==> src/rtl/coalPkg.sv <==
package coalPkg;

  // Strobes from the sequencer to the datapath.
  typedef struct packed {
    logic load;    // capture a new request
    logic retire;  // drop the threads of the accepted transaction
  } ctlStrobeT;

  typedef enum logic {
    ST_IDLE = 1'b0,
    ST_BUSY = 1'b1
  } coalStateT;

  localparam int unsigned MAX_SEG_BYTES = 128;

endpackage

==> src/rtl/coalDatapath.sv <==
module coalDatapath
  import coalPkg::*;
#(
  parameter int unsigned NUM_THREADS = 16,
  parameter int unsigned ADDR_W      = 32
) (
  input  logic                          clk,
  input  logic                          rstN,
  input  ctlStrobeT                     strobe,
  input  logic [NUM_THREADS*ADDR_W-1:0] reqAddr,
  input  logic [NUM_THREADS-1:0]        reqMask,
  input  logic [2:0]                    reqSizeCode,
  output logic                          pendingEmpty,
  output logic [ADDR_W-1:0]             txnBase,
  output logic [7:0]                    txnBytes,
  output logic [NUM_THREADS-1:0]        txnMask
);

  localparam int unsigned TID_W = (NUM_THREADS > 1) ? $clog2(NUM_THREADS) : 1;

  logic [ADDR_W-1:0]      addrQ [NUM_THREADS];
  logic [NUM_THREADS-1:0] pendQ;
  logic [2:0]             codeQ;

  // Request storage and pending-set update.
  always_ff @(posedge clk) begin
    if (!rstN) begin
      pendQ <= '0;
      codeQ <= '0;
    end else if (strobe.load) begin
      pendQ <= reqMask;
      codeQ <= reqSizeCode;
    end else if (strobe.retire) begin
      pendQ <= pendQ & ~txnMask;
    end
  end

  always_ff @(posedge clk) begin
    if (strobe.load) begin
      for (int i = 0; i < NUM_THREADS; i++) begin
        addrQ[i] <= reqAddr[i*ADDR_W +: ADDR_W];
      end
    end
  end

  assign pendingEmpty = (pendQ == '0);

  // Word and segment sizing.
  logic [2:0]        effCode;
  logic [7:0]        wordBytes;
  logic [7:0]        segBytes;
  logic [7:0]        segLim;
  logic [ADDR_W-1:0] alignMask;

  always_comb begin
    effCode   = (codeQ > 3'd4) ? 3'd4 : codeQ;
    wordBytes = 8'd1 << effCode;
    case (effCode)
      3'd0:    segBytes = 8'd32;
      3'd1:    segBytes = 8'd64;
      default: segBytes = 8'(MAX_SEG_BYTES);
    endcase
    segLim    = segBytes - 8'd1;
    alignMask = ~(ADDR_W'(segBytes) - ADDR_W'(1));
  end

  // Leader: lowest-numbered pending thread.
  logic [TID_W-1:0]  leadIdx;
  logic [ADDR_W-1:0] segBase;

  always_comb begin
    leadIdx = '0;
    for (int i = NUM_THREADS - 1; i >= 0; i--) begin
      if (pendQ[i]) leadIdx = TID_W'(i);
    end
    segBase = addrQ[leadIdx] & alignMask;
  end

  // Per-thread membership and touched 32-byte chunks of the segment.
  logic [NUM_THREADS-1:0] memb;
  logic [3:0]             thrChunk [NUM_THREADS];

  for (genvar g = 0; g < NUM_THREADS; g++) begin : gThread
    logic [6:0] loOff;
    logic [7:0] hiRaw;
    logic [7:0] hiOff;
    assign loOff       = addrQ[g][6:0] & segLim[6:0];
    assign hiRaw       = {1'b0, loOff} + wordBytes - 8'd1;
    assign hiOff       = (hiRaw > segLim) ? segLim : hiRaw;
    assign memb[g]     = pendQ[g] && ((addrQ[g] & alignMask) == segBase);
    assign thrChunk[g] = memb[g] ? ((4'b0001 << loOff[6:5]) | (4'b0001 << hiOff[6:5]))
                                 : 4'b0000;
  end

  logic [3:0] touched;
  always_comb begin
    touched = '0;
    for (int i = 0; i < NUM_THREADS; i++) touched |= thrChunk[i];
  end

  // Size reduction: 128 -> 64 -> 32 on the half that is used.
  logic [6:0] offB;
  logic [7:0] sz;
  logic [1:0] q;

  always_comb begin
    offB = '0;
    sz   = segBytes;
    if (sz == 8'd128) begin
      if (touched[3:2] == 2'b00) begin
        sz = 8'd64;
      end else if (touched[1:0] == 2'b00) begin
        sz   = 8'd64;
        offB = 7'd64;
      end
    end
    q = offB[6:5];
    if (sz == 8'd64) begin
      if (!touched[q + 2'd1]) begin
        sz = 8'd32;
      end else if (!touched[q]) begin
        sz   = 8'd32;
        offB = offB + 7'd32;
      end
    end
  end

  assign txnBase  = segBase | ADDR_W'(offB);
  assign txnBytes = sz;
  assign txnMask  = memb;

endmodule

==> src/rtl/coalControl.sv <==
module coalControl
  import coalPkg::*;
(
  input  logic      clk,
  input  logic      rstN,
  input  logic      reqValid,
  input  logic      txnReady,
  input  logic      pendingEmpty,
  output logic      reqReady,
  output logic      txnValid,
  output logic      done,
  output ctlStrobeT strobe
);

  coalStateT stateQ;
  coalStateT stateD;

  always_comb begin
    reqReady      = (stateQ == ST_IDLE);
    txnValid      = (stateQ == ST_BUSY) && !pendingEmpty;
    done          = (stateQ == ST_BUSY) && pendingEmpty;
    strobe.load   = reqReady && reqValid;
    strobe.retire = txnValid && txnReady;
    stateD        = stateQ;
    case (stateQ)
      ST_IDLE: if (strobe.load) stateD = ST_BUSY;
      ST_BUSY: if (pendingEmpty) stateD = ST_IDLE;
      default: stateD = ST_IDLE;
    endcase
  end

  always_ff @(posedge clk) begin
    if (!rstN) stateQ <= ST_IDLE;
    else       stateQ <= stateD;
  end

endmodule

==> src/rtl/coalescer.sv <==
module coalescer
  import coalPkg::*;
#(
  parameter int unsigned NUM_THREADS = 16,
  parameter int unsigned ADDR_W      = 32
) (
  input  logic                          clk,
  input  logic                          rstN,
  input  logic                          reqValid,
  output logic                          reqReady,
  input  logic [NUM_THREADS*ADDR_W-1:0] reqAddr,
  input  logic [NUM_THREADS-1:0]        reqMask,
  input  logic [2:0]                    reqSizeCode,
  output logic                          txnValid,
  input  logic                          txnReady,
  output logic [ADDR_W-1:0]             txnBase,
  output logic [7:0]                    txnBytes,
  output logic [NUM_THREADS-1:0]        txnMask,
  output logic                          done
);

  ctlStrobeT strobe;
  logic      pendingEmpty;

  coalControl uCtl (
    .clk          (clk),
    .rstN         (rstN),
    .reqValid     (reqValid),
    .txnReady     (txnReady),
    .pendingEmpty (pendingEmpty),
    .reqReady     (reqReady),
    .txnValid     (txnValid),
    .done         (done),
    .strobe       (strobe)
  );

  coalDatapath #(
    .NUM_THREADS (NUM_THREADS),
    .ADDR_W      (ADDR_W)
  ) uDp (
    .clk          (clk),
    .rstN         (rstN),
    .strobe       (strobe),
    .reqAddr      (reqAddr),
    .reqMask      (reqMask),
    .reqSizeCode  (reqSizeCode),
    .pendingEmpty (pendingEmpty),
    .txnBase      (txnBase),
    .txnBytes     (txnBytes),
    .txnMask      (txnMask)
  );

endmodule

==> config.mk <==
export PLATFORM = sky130hd
export DESIGN_NAME = coalescer
export DESIGN_NICKNAME = d
export VERILOG_FILES = /design/src/rtl/coalPkg.sv /design/src/rtl/coalDatapath.sv /design/src/rtl/coalControl.sv /design/src/rtl/coalescer.sv
export SDC_FILE = /design/constraint.sdc
export NUM_CORES = 1
export LEC_CHECK = 0
export ABC_AREA = 1
export BUFFER_PORTS_ARGS = -buffer_cell sky130_fd_sc_hd__clkbuf_2
export CAP_MARGIN = 40
export CORE_ASPECT_RATIO = 1.75
export CORE_UTILIZATION = 53
export CTS_BUF_LIST = sky130_fd_sc_hd__clkbuf_8 sky130_fd_sc_hd__clkbuf_16
export DETAILED_ROUTE_END_ITERATION = 12
export PLACE_DENSITY = 0.75
export SYNTH_ARGS = -nofsm -noshare
export SYNTH_HDL_FRONTEND = slang
export SYNTH_SLANG_ARGS = --single-unit
==> constraint.sdc <==
create_clock -name clk -period 18.1 [get_ports clk]
set_input_delay 1.81 -clock clk [delete_from_list [all_inputs] [get_ports clk]]
set_output_delay 1.81 -clock clk [all_outputs]
set_load 0.02 [all_outputs]
# After elaboration in Yosys (flattened, before gate mapping)

Memories as Yosys holds them, arrays and structs flattened.
Cells that the tools add are included.

Flip-flop bits (word level): 20
Bits in writable memories: 512
Bits of input ports: 535
Memories kept: 1

Memory list:

| name      | depth | width | rd ports | clocked after memory_dff | wr ports | line               | text |
|---|---|---|---|---|---|---|---|
| uDp.addrQ | 16    | 32    | 17       | 0                        | 16       | coalDatapath.sv:21 | `logic [ADDR_W-1:0] addrQ [NUM_THREADS];` |

Add/subtract/negate cells: 36
Magnitude comparators: 19
Equality and inequality tests: 19
Shift-type cells: 33
Mux-type cells: 72
Bitwise logic cells: 69
Reductions and logical operators: 26

Operators with widths:

| kind                                                                | number |
|---|---|
| 32-bit AND                                                          | 17 |
| 32-bit == test                                                      | 16 |
| 7-bit 2-to-1 mux                                                    | 22 |
| 8-bit by 1-bit subtractor with 8-bit output (second input constant) | 17 |
| 7-bit by 8-bit adder with 8-bit output                              | 16 |
| 8-bit greater-than comparator                                       | 16 |
| 4-bit 2-to-1 mux                                                    | 32 |
| 1-bit by 2-bit left shift with 4-bit output (first input constant)  | 32 |
| 4-bit OR                                                            | 31 |
| 7-bit AND                                                           | 16 |
| 8-bit 2-to-1 mux                                                    | 6 |
| 16-bit 2-to-1 mux                                                   | 2 |
| 32-bit inverter                                                     | 1 |
| 32-bit by 7-bit OR with 32-bit output                               | 1 |
| 1-bit logical AND                                                   | 20 |
| 16-bit AND                                                          | 1 |
| 16-bit zero test                                                    | 1 |
| 16-bit inverter                                                     | 1 |
| 8-bit one-hot mux with 2 select lines                               | 1 |
| 8-bit by 1-bit subtractor with 9-bit output (second input constant) | 1 |
| 8-bit by 7-bit == test with 1-bit output (second input constant)    | 1 |
| 8-bit == test (second input constant)                               | 1 |
| 1-bit by 3-bit left shift with 8-bit output (first input constant)  | 1 |
| 7-bit by 6-bit adder with 7-bit output (second input constant)      | 1 |
| other kinds (13)                                                    | 20 |

# Logic depth before layout (Yosys ltp)

An unclocked memory read counts as a cell.

Word-level depth: 46
Depth in mapped cells: 42

# Cells and area by module

From an unflattened synthesis, not the netlist that was laid out.

Cells, all modules: 4907
Area, all modules: 38225.4 um2

Modules (own cells, without submodules):

| module       | instances | cells an instance | area each (um2) | sequential area each (um2) |
|---|---|---|---|---|
| coalDatapath | 1         | 4894              | 38152.8         | 15755.1 |
| coalControl  | 1         | 13                | 72.6            | 20.0 |

# Least setup slack after synthesis

OpenSTA, ideal clock, no wires.

Kind: input to register
From: input reqValid
To: register uDp.pendQ[10]
Library setup time: 0.138 ns
Data arrival time: 17.562 ns
Required time: 17.962 ns
Slack: 0.399 ns
Cell stages on the path: 6
Buffers on the path: 2
Cells stage by stage: inv_1 nor2_1 clkbuf_1 clkbuf_1 a21oi_1 a221oi_1

RTL lines:

| item                 | line               | text |
|---|---|---|
| from (decl)          | coalescer.sv:9     | `input logic reqValid,` |
| to (signal assigned) | coalDatapath.sv:31 | `pendQ <= reqMask;` |
| to (signal assigned) | coalDatapath.sv:34 | `pendQ <= pendQ & ~txnMask;` |
| to (decl)            | coalDatapath.sv:22 | `logic [NUM_THREADS-1:0] pendQ;` |

# Worst setup path after layout

From: register uDp.pendQ[13]
To: output txnBytes[6]

Longest elaborated chain between the ends: 43
Elaborated cells between the ends (all ways): 96
Those cells by class: add/sub (1); eq/ne (17); mux (43); bitwise (16); reduce/logical (18); memory (1)

RTL lines:

| item                                                                                                | line                                     | text |
|---|---|---|
| 4-bit 2-to-1 mux (14 in series)                                                                     | coalDatapath.sv:74                       | `if (pendQ[i]) leadIdx = TID_W'(i);` |
| memory read 16 x 32 bit                                                                             | -                                        |  |
| 32-bit AND                                                                                          | coalDatapath.sv:76                       | `segBase = addrQ[leadIdx] & alignMask;` |
| 32-bit == test                                                                                      | coalDatapath.sv:90                       | `assign memb[g] = pendQ[g] && ((addrQ[g] & alignMask) == segBase);` |
| 1-bit logical AND                                                                                   | coalDatapath.sv:90                       |  |
| 4-bit 2-to-1 mux                                                                                    | coalDatapath.sv:91                       | `assign thrChunk[g] = memb[g] ? ((4'b0001 << loOff[6:5]) \| (4'b0001 << hiOff[6:5]))` |
| 4-bit OR (14 in series)                                                                             | coalDatapath.sv:98                       | `for (int i = 0; i < NUM_THREADS; i++) touched \|= thrChunk[i];` |
| 4-bit OR (*)                                                                                        | coalDatapath.sv:98                       |  |
| 2-bit zero test                                                                                     | coalDatapath.sv:112                      | `end else if (touched[1:0] == 2'b00) begin` |
| 7-bit 2-to-1 mux                                                                                    | coalDatapath.sv:112                      |  |
| 7-bit 2-to-1 mux                                                                                    | coalDatapath.sv:110                      | `if (touched[3:2] == 2'b00) begin` |
| 7-bit 2-to-1 mux                                                                                    | coalDatapath.sv:109                      | `if (sz == 8'd128) begin` |
| 2-bit by 1-bit adder with 2-bit output or 1-bit binary-select mux with 2-bit select (tied branches) | coalDatapath.sv:119, coalDatapath.sv:121 |  |
| 1-bit binary-select mux with 2-bit select or 1-bit 2-to-1 mux (tied branches)                       | coalDatapath.sv:119, coalDatapath.sv:121 |  |
| 1-bit 2-to-1 mux (implied by the code) or 8-bit 2-to-1 mux (tied branches)                          | coalDatapath.sv:119, coalDatapath.sv:121 |  |
| 8-bit 2-to-1 mux                                                                                    | coalDatapath.sv:119                      | `if (!touched[q + 2'd1]) begin` |
| 8-bit 2-to-1 mux (*)                                                                                | coalDatapath.sv:118                      | `if (sz == 8'd64) begin` |
| to (decl)                                                                                           | coalescer.sv:17                          | `output logic [7:0] txnBytes,` |

Mark *: on every way between the ends. The rest lies on a longest branch, timed or not. The select of a mux whose other input is x is not followed.

==> results.sh <==
export IMPL_top_usage_layer="met2"
export IMPL_hold_viol_final=0
export IMPL_grt_first_pass_wirelength_um=212000
export IMPL_p_clk_share_pct=20.6
export IMPL_drc_errors=0
export IMPL_cts_root_buffer_cell="clkbuf_16"
export IMPL_drive_gt1_share_pct=15.3
export IMPL_gp_congestion=1.07
export IMPL_dr_pass1_iters=6
export IMPL_grt_use_met3_pct=7.41
export IMPL_coreArea_sq_mm=0.0709
export IMPL_critPathBufInv=3
export IMPL_cts_setup_buffers=0
export IMPL_ys_flop_type="edfxtp_1"
export IMPL_die_h_um=357
export IMPL_viasPerCell=5.76
export IMPL_yosys_register_bits=532
export IMPL_path_class="flop to output port"
export IMPL_switching_share_pct=46.7
export IMPL_ios=594
export IMPL_netlist_area_sq_mm=0.0381
export IMPL_grt_usage_pct=39.9
export IMPL_critical_path_required_ns=16.29
export IMPL_use_met2_pct=66.7
export IMPL_overflow=0
export IMPL_crit_arrival_ns=7.75
export IMPL_cap_violations=0
export IMPL_ys_types=46
export IMPL_num_nets_final=6191
export IMPL_routedWlPerCell_um=23.3
export IMPL_netlist_instances=4898
export IMPL_fin_crit_ns=9.56
export IMPL_area_growth_pct=13.6
export IMPL_grt_max_degree=188
export IMPL_grt_setup_unrepaired="no"
export IMPL_cts_resized=0
export IMPL_path_max_fanout=104
export IMPL_utilization_pct=61.1
export IMPL_skew_ns=0.0213
export IMPL_power_mw=5.40
export IMPL_placed_area_sq_mm=0.0416
export IMPL_hold_path_class="flop to flop"
export IMPL_p_comb_share_pct=50.9
export IMPL_p_int_mw=2.88
export IMPL_cp_start_kind="flop"
export IMPL_clk_pin_slew_ns=0.08
export IMPL_finalWirelength_um=148000
export IMPL_yosys_top_cells_area="edfxtp_1 (40%), nand2_1 (13%), nand3_1 (10%), inv_1 (7.9%), ha_1 (7.9%)"
export IMPL_cpMaxStageDelayCell="nand2_8"
export IMPL_power_leakage_nw=21.5
export IMPL_pwr_share_seq_pct=28.5
export IMPL_slew_viol_final=0
export IMPL_dp_cells=6264
export IMPL_initialDrtViolationCount=3987
export IMPL_antenna_found_initial=20
export IMPL_p_switching_mw=2.52
export IMPL_worstSkewPairLatency_ns=0.64
export IMPL_crit_path_frequent_cell="nand2_1"
export IMPL_status="finished, final reports clean"
export IMPL_max_slew_worst_pin_slew_ns=1.12
export IMPL_holdBufCountCts=0
export IMPL_initial_core_util_pct=53.8
export IMPL_yosysSeqAreaShare_pct=41.4
export IMPL_relSlewSlack_pct=25.3
export IMPL_gr_usage_met1_pct=43.7
export IMPL_cts_path_max_buffers=3
export IMPL_antenna_left=0
export IMPL_async_reset_ff_share_pct=0
export IMPL_synth_top_area_share_pct=40.3
export IMPL_path_delay_family="simple AND/OR/NAND/NOR gates"
export IMPL_port_buffers=583
export IMPL_cp_end_kind="output port"
export IMPL_grt_pass1_vias=34700
export IMPL_cts_tree="yes"
export IMPL_place_hpwl_um=113000
export IMPL_fp_row_count=129
export IMPL_avgSynthCellArea_sq_um=7.79
export IMPL_ys_warnings_count=0
export IMPL_setup_viol=0
export IMPL_via_count=36700
export IMPL_synth_largest_area_cell="edfxtp_1"
export IMPL_cts_sinks=532
export IMPL_h_tree_depth=2
export IMPL_synth_edf_count=512
export IMPL_cts_buffers=51
export IMPL_dieArea_sq_mm=0.0731
export IMPL_peakVddDrop_mv=0.103
export IMPL_final_cell_count_no_fill=6365
export IMPL_fin_crit_sh_pct=52.8
export IMPL_fmax_mhz=105
export IMPL_fin_setup_tns_ns=0
export IMPL_fp_dieW_um=205
export IMPL_finalInstanceArea_sq_mm=0.0433
export IMPL_cpPeakStageDelay_ns=0.55
export IMPL_powerDensity_mw_per_mm2=125
## power groups by stage
stage               Combinational [mW]  Sequential, mW  Clock, mW
finish                            2.75            1.54       1.11
global route                      2.99            1.54       1.16
CTS                               2.68            1.53       1.12
detailed placement                2.66            1.56          0
global placement                  2.63            1.56          0
floorplan                         1.94            1.57          0
## routing by layer
layer	vias up	part of all wire [%]	wire length, um
met3	581	9.0	13300
met4	6	9.9	14800
li1	17100	-	-
met2	2111	47	69600
met1	16900	34	50700
met5	-	0.024	36
## registers in the layout, indices dropped and copies added, names as in the netlist
signal and cells:
uCtl.stateQ 1, uDp.addrQ 512, uDp.codeQ 3, uDp.pendQ 16
## cell usage in the layout, fill, tap and decap left out, drive strengths merged
master	synthesis	layout
xor2	7	7
a2111oi	2	2
o21a	32	32
clkinvlp	0	4
bufinv	0	6
o22ai	64	64
buf	158	33
and2	1	1
nand2	1336	1336
nor4b	11	11
nand3b	102	102
a221oi	15	15
diode	0	11
o211ai	6	6
clkbuf	49	636
ha	240	240
o21ai	72	72
a41o	1	1
nand3	816	816
nor4	5	5
edfxtp	512	512
xnor2	55	55
a21oi	79	79
o31ai	14	14
fa	16	16
inv	814	818
nand4	119	119
dfxtp	20	20
a31o	4	4
clkinv	4	27
or2	25	25
o21bai	2	2
nor2	311	311
nor3	4	4
conb	2	42
## synthesized netlist by cell type (55+ instances only)
cell type,count
ha_1,240
nand2_1,1305
buf_2,75
nand3_1,779
nor2_1,283
nand3b_1,102
inv_1,802
nand4_1,119
xnor2_1,55
a21oi_1,77
edfxtp_1,512
o22ai_1,64
## worst paths after layout
path              slack [ns]          start  cells past startpoint            to
hold reg to reg         0.58   uDp.pendQ[3]                      2  uDp.pendQ[3]
hold / removal          0.58   uDp.pendQ[3]                      2  uDp.pendQ[3]
setup / recovery        8.54  uDp.pendQ[13]                     38   txnBytes[6]
setup reg to reg       11.86  uDp.pendQ[13]                     30  uDp.pendQ[1]
## metrics by stage
step / worst slack (ns) / hold WS (ns)
after floorplan: 0.399 / 0.471
after global placement: 9.46 / 0.561
after detailed placement: 9.50 / 0.568
after CTS: 8.80 / 0.578
after global routing: 8.18 / 0.614
final: 8.54 / 0.582
## cells by family (layout without fill, tap and decap cells)
logic type	Yosys count	in the layout	synth area share, %
AO/OA/AOI/OAI	291	291	4.62
flip-flops	532	532	41.4
AND/OR/NAND/NOR	2730	2730	32.7
adder cells (fa/ha/maj)	256	256	8.71
XOR/XNOR	62	62	1.42
buffers and inverters	1025	1524	11.2
other	2	53	0.0197
## worst min-delay path: cells and delay by family (launching register included)
family / cells / cell delay, ns
and+or+nand+nor: 1 / 0.10
AOI/OAI and AO/OA: 1 / 0.06
DFF: 1 / 0.36
## layout make-up
type / count / area [sq um]
tap: 917 / 1150
inverter: 818 / 3080
clock buffer: 53 / 1330
clock inverter: 37 / 363
timing repair buffer: 616 / 3270
sequential: 532 / 15800
antenna: 11 / 27.5
multi-input combinational: 3381 / 18300
fill: 6471 / 27500
No activity file was read; power rests on OpenSTA's default activity.
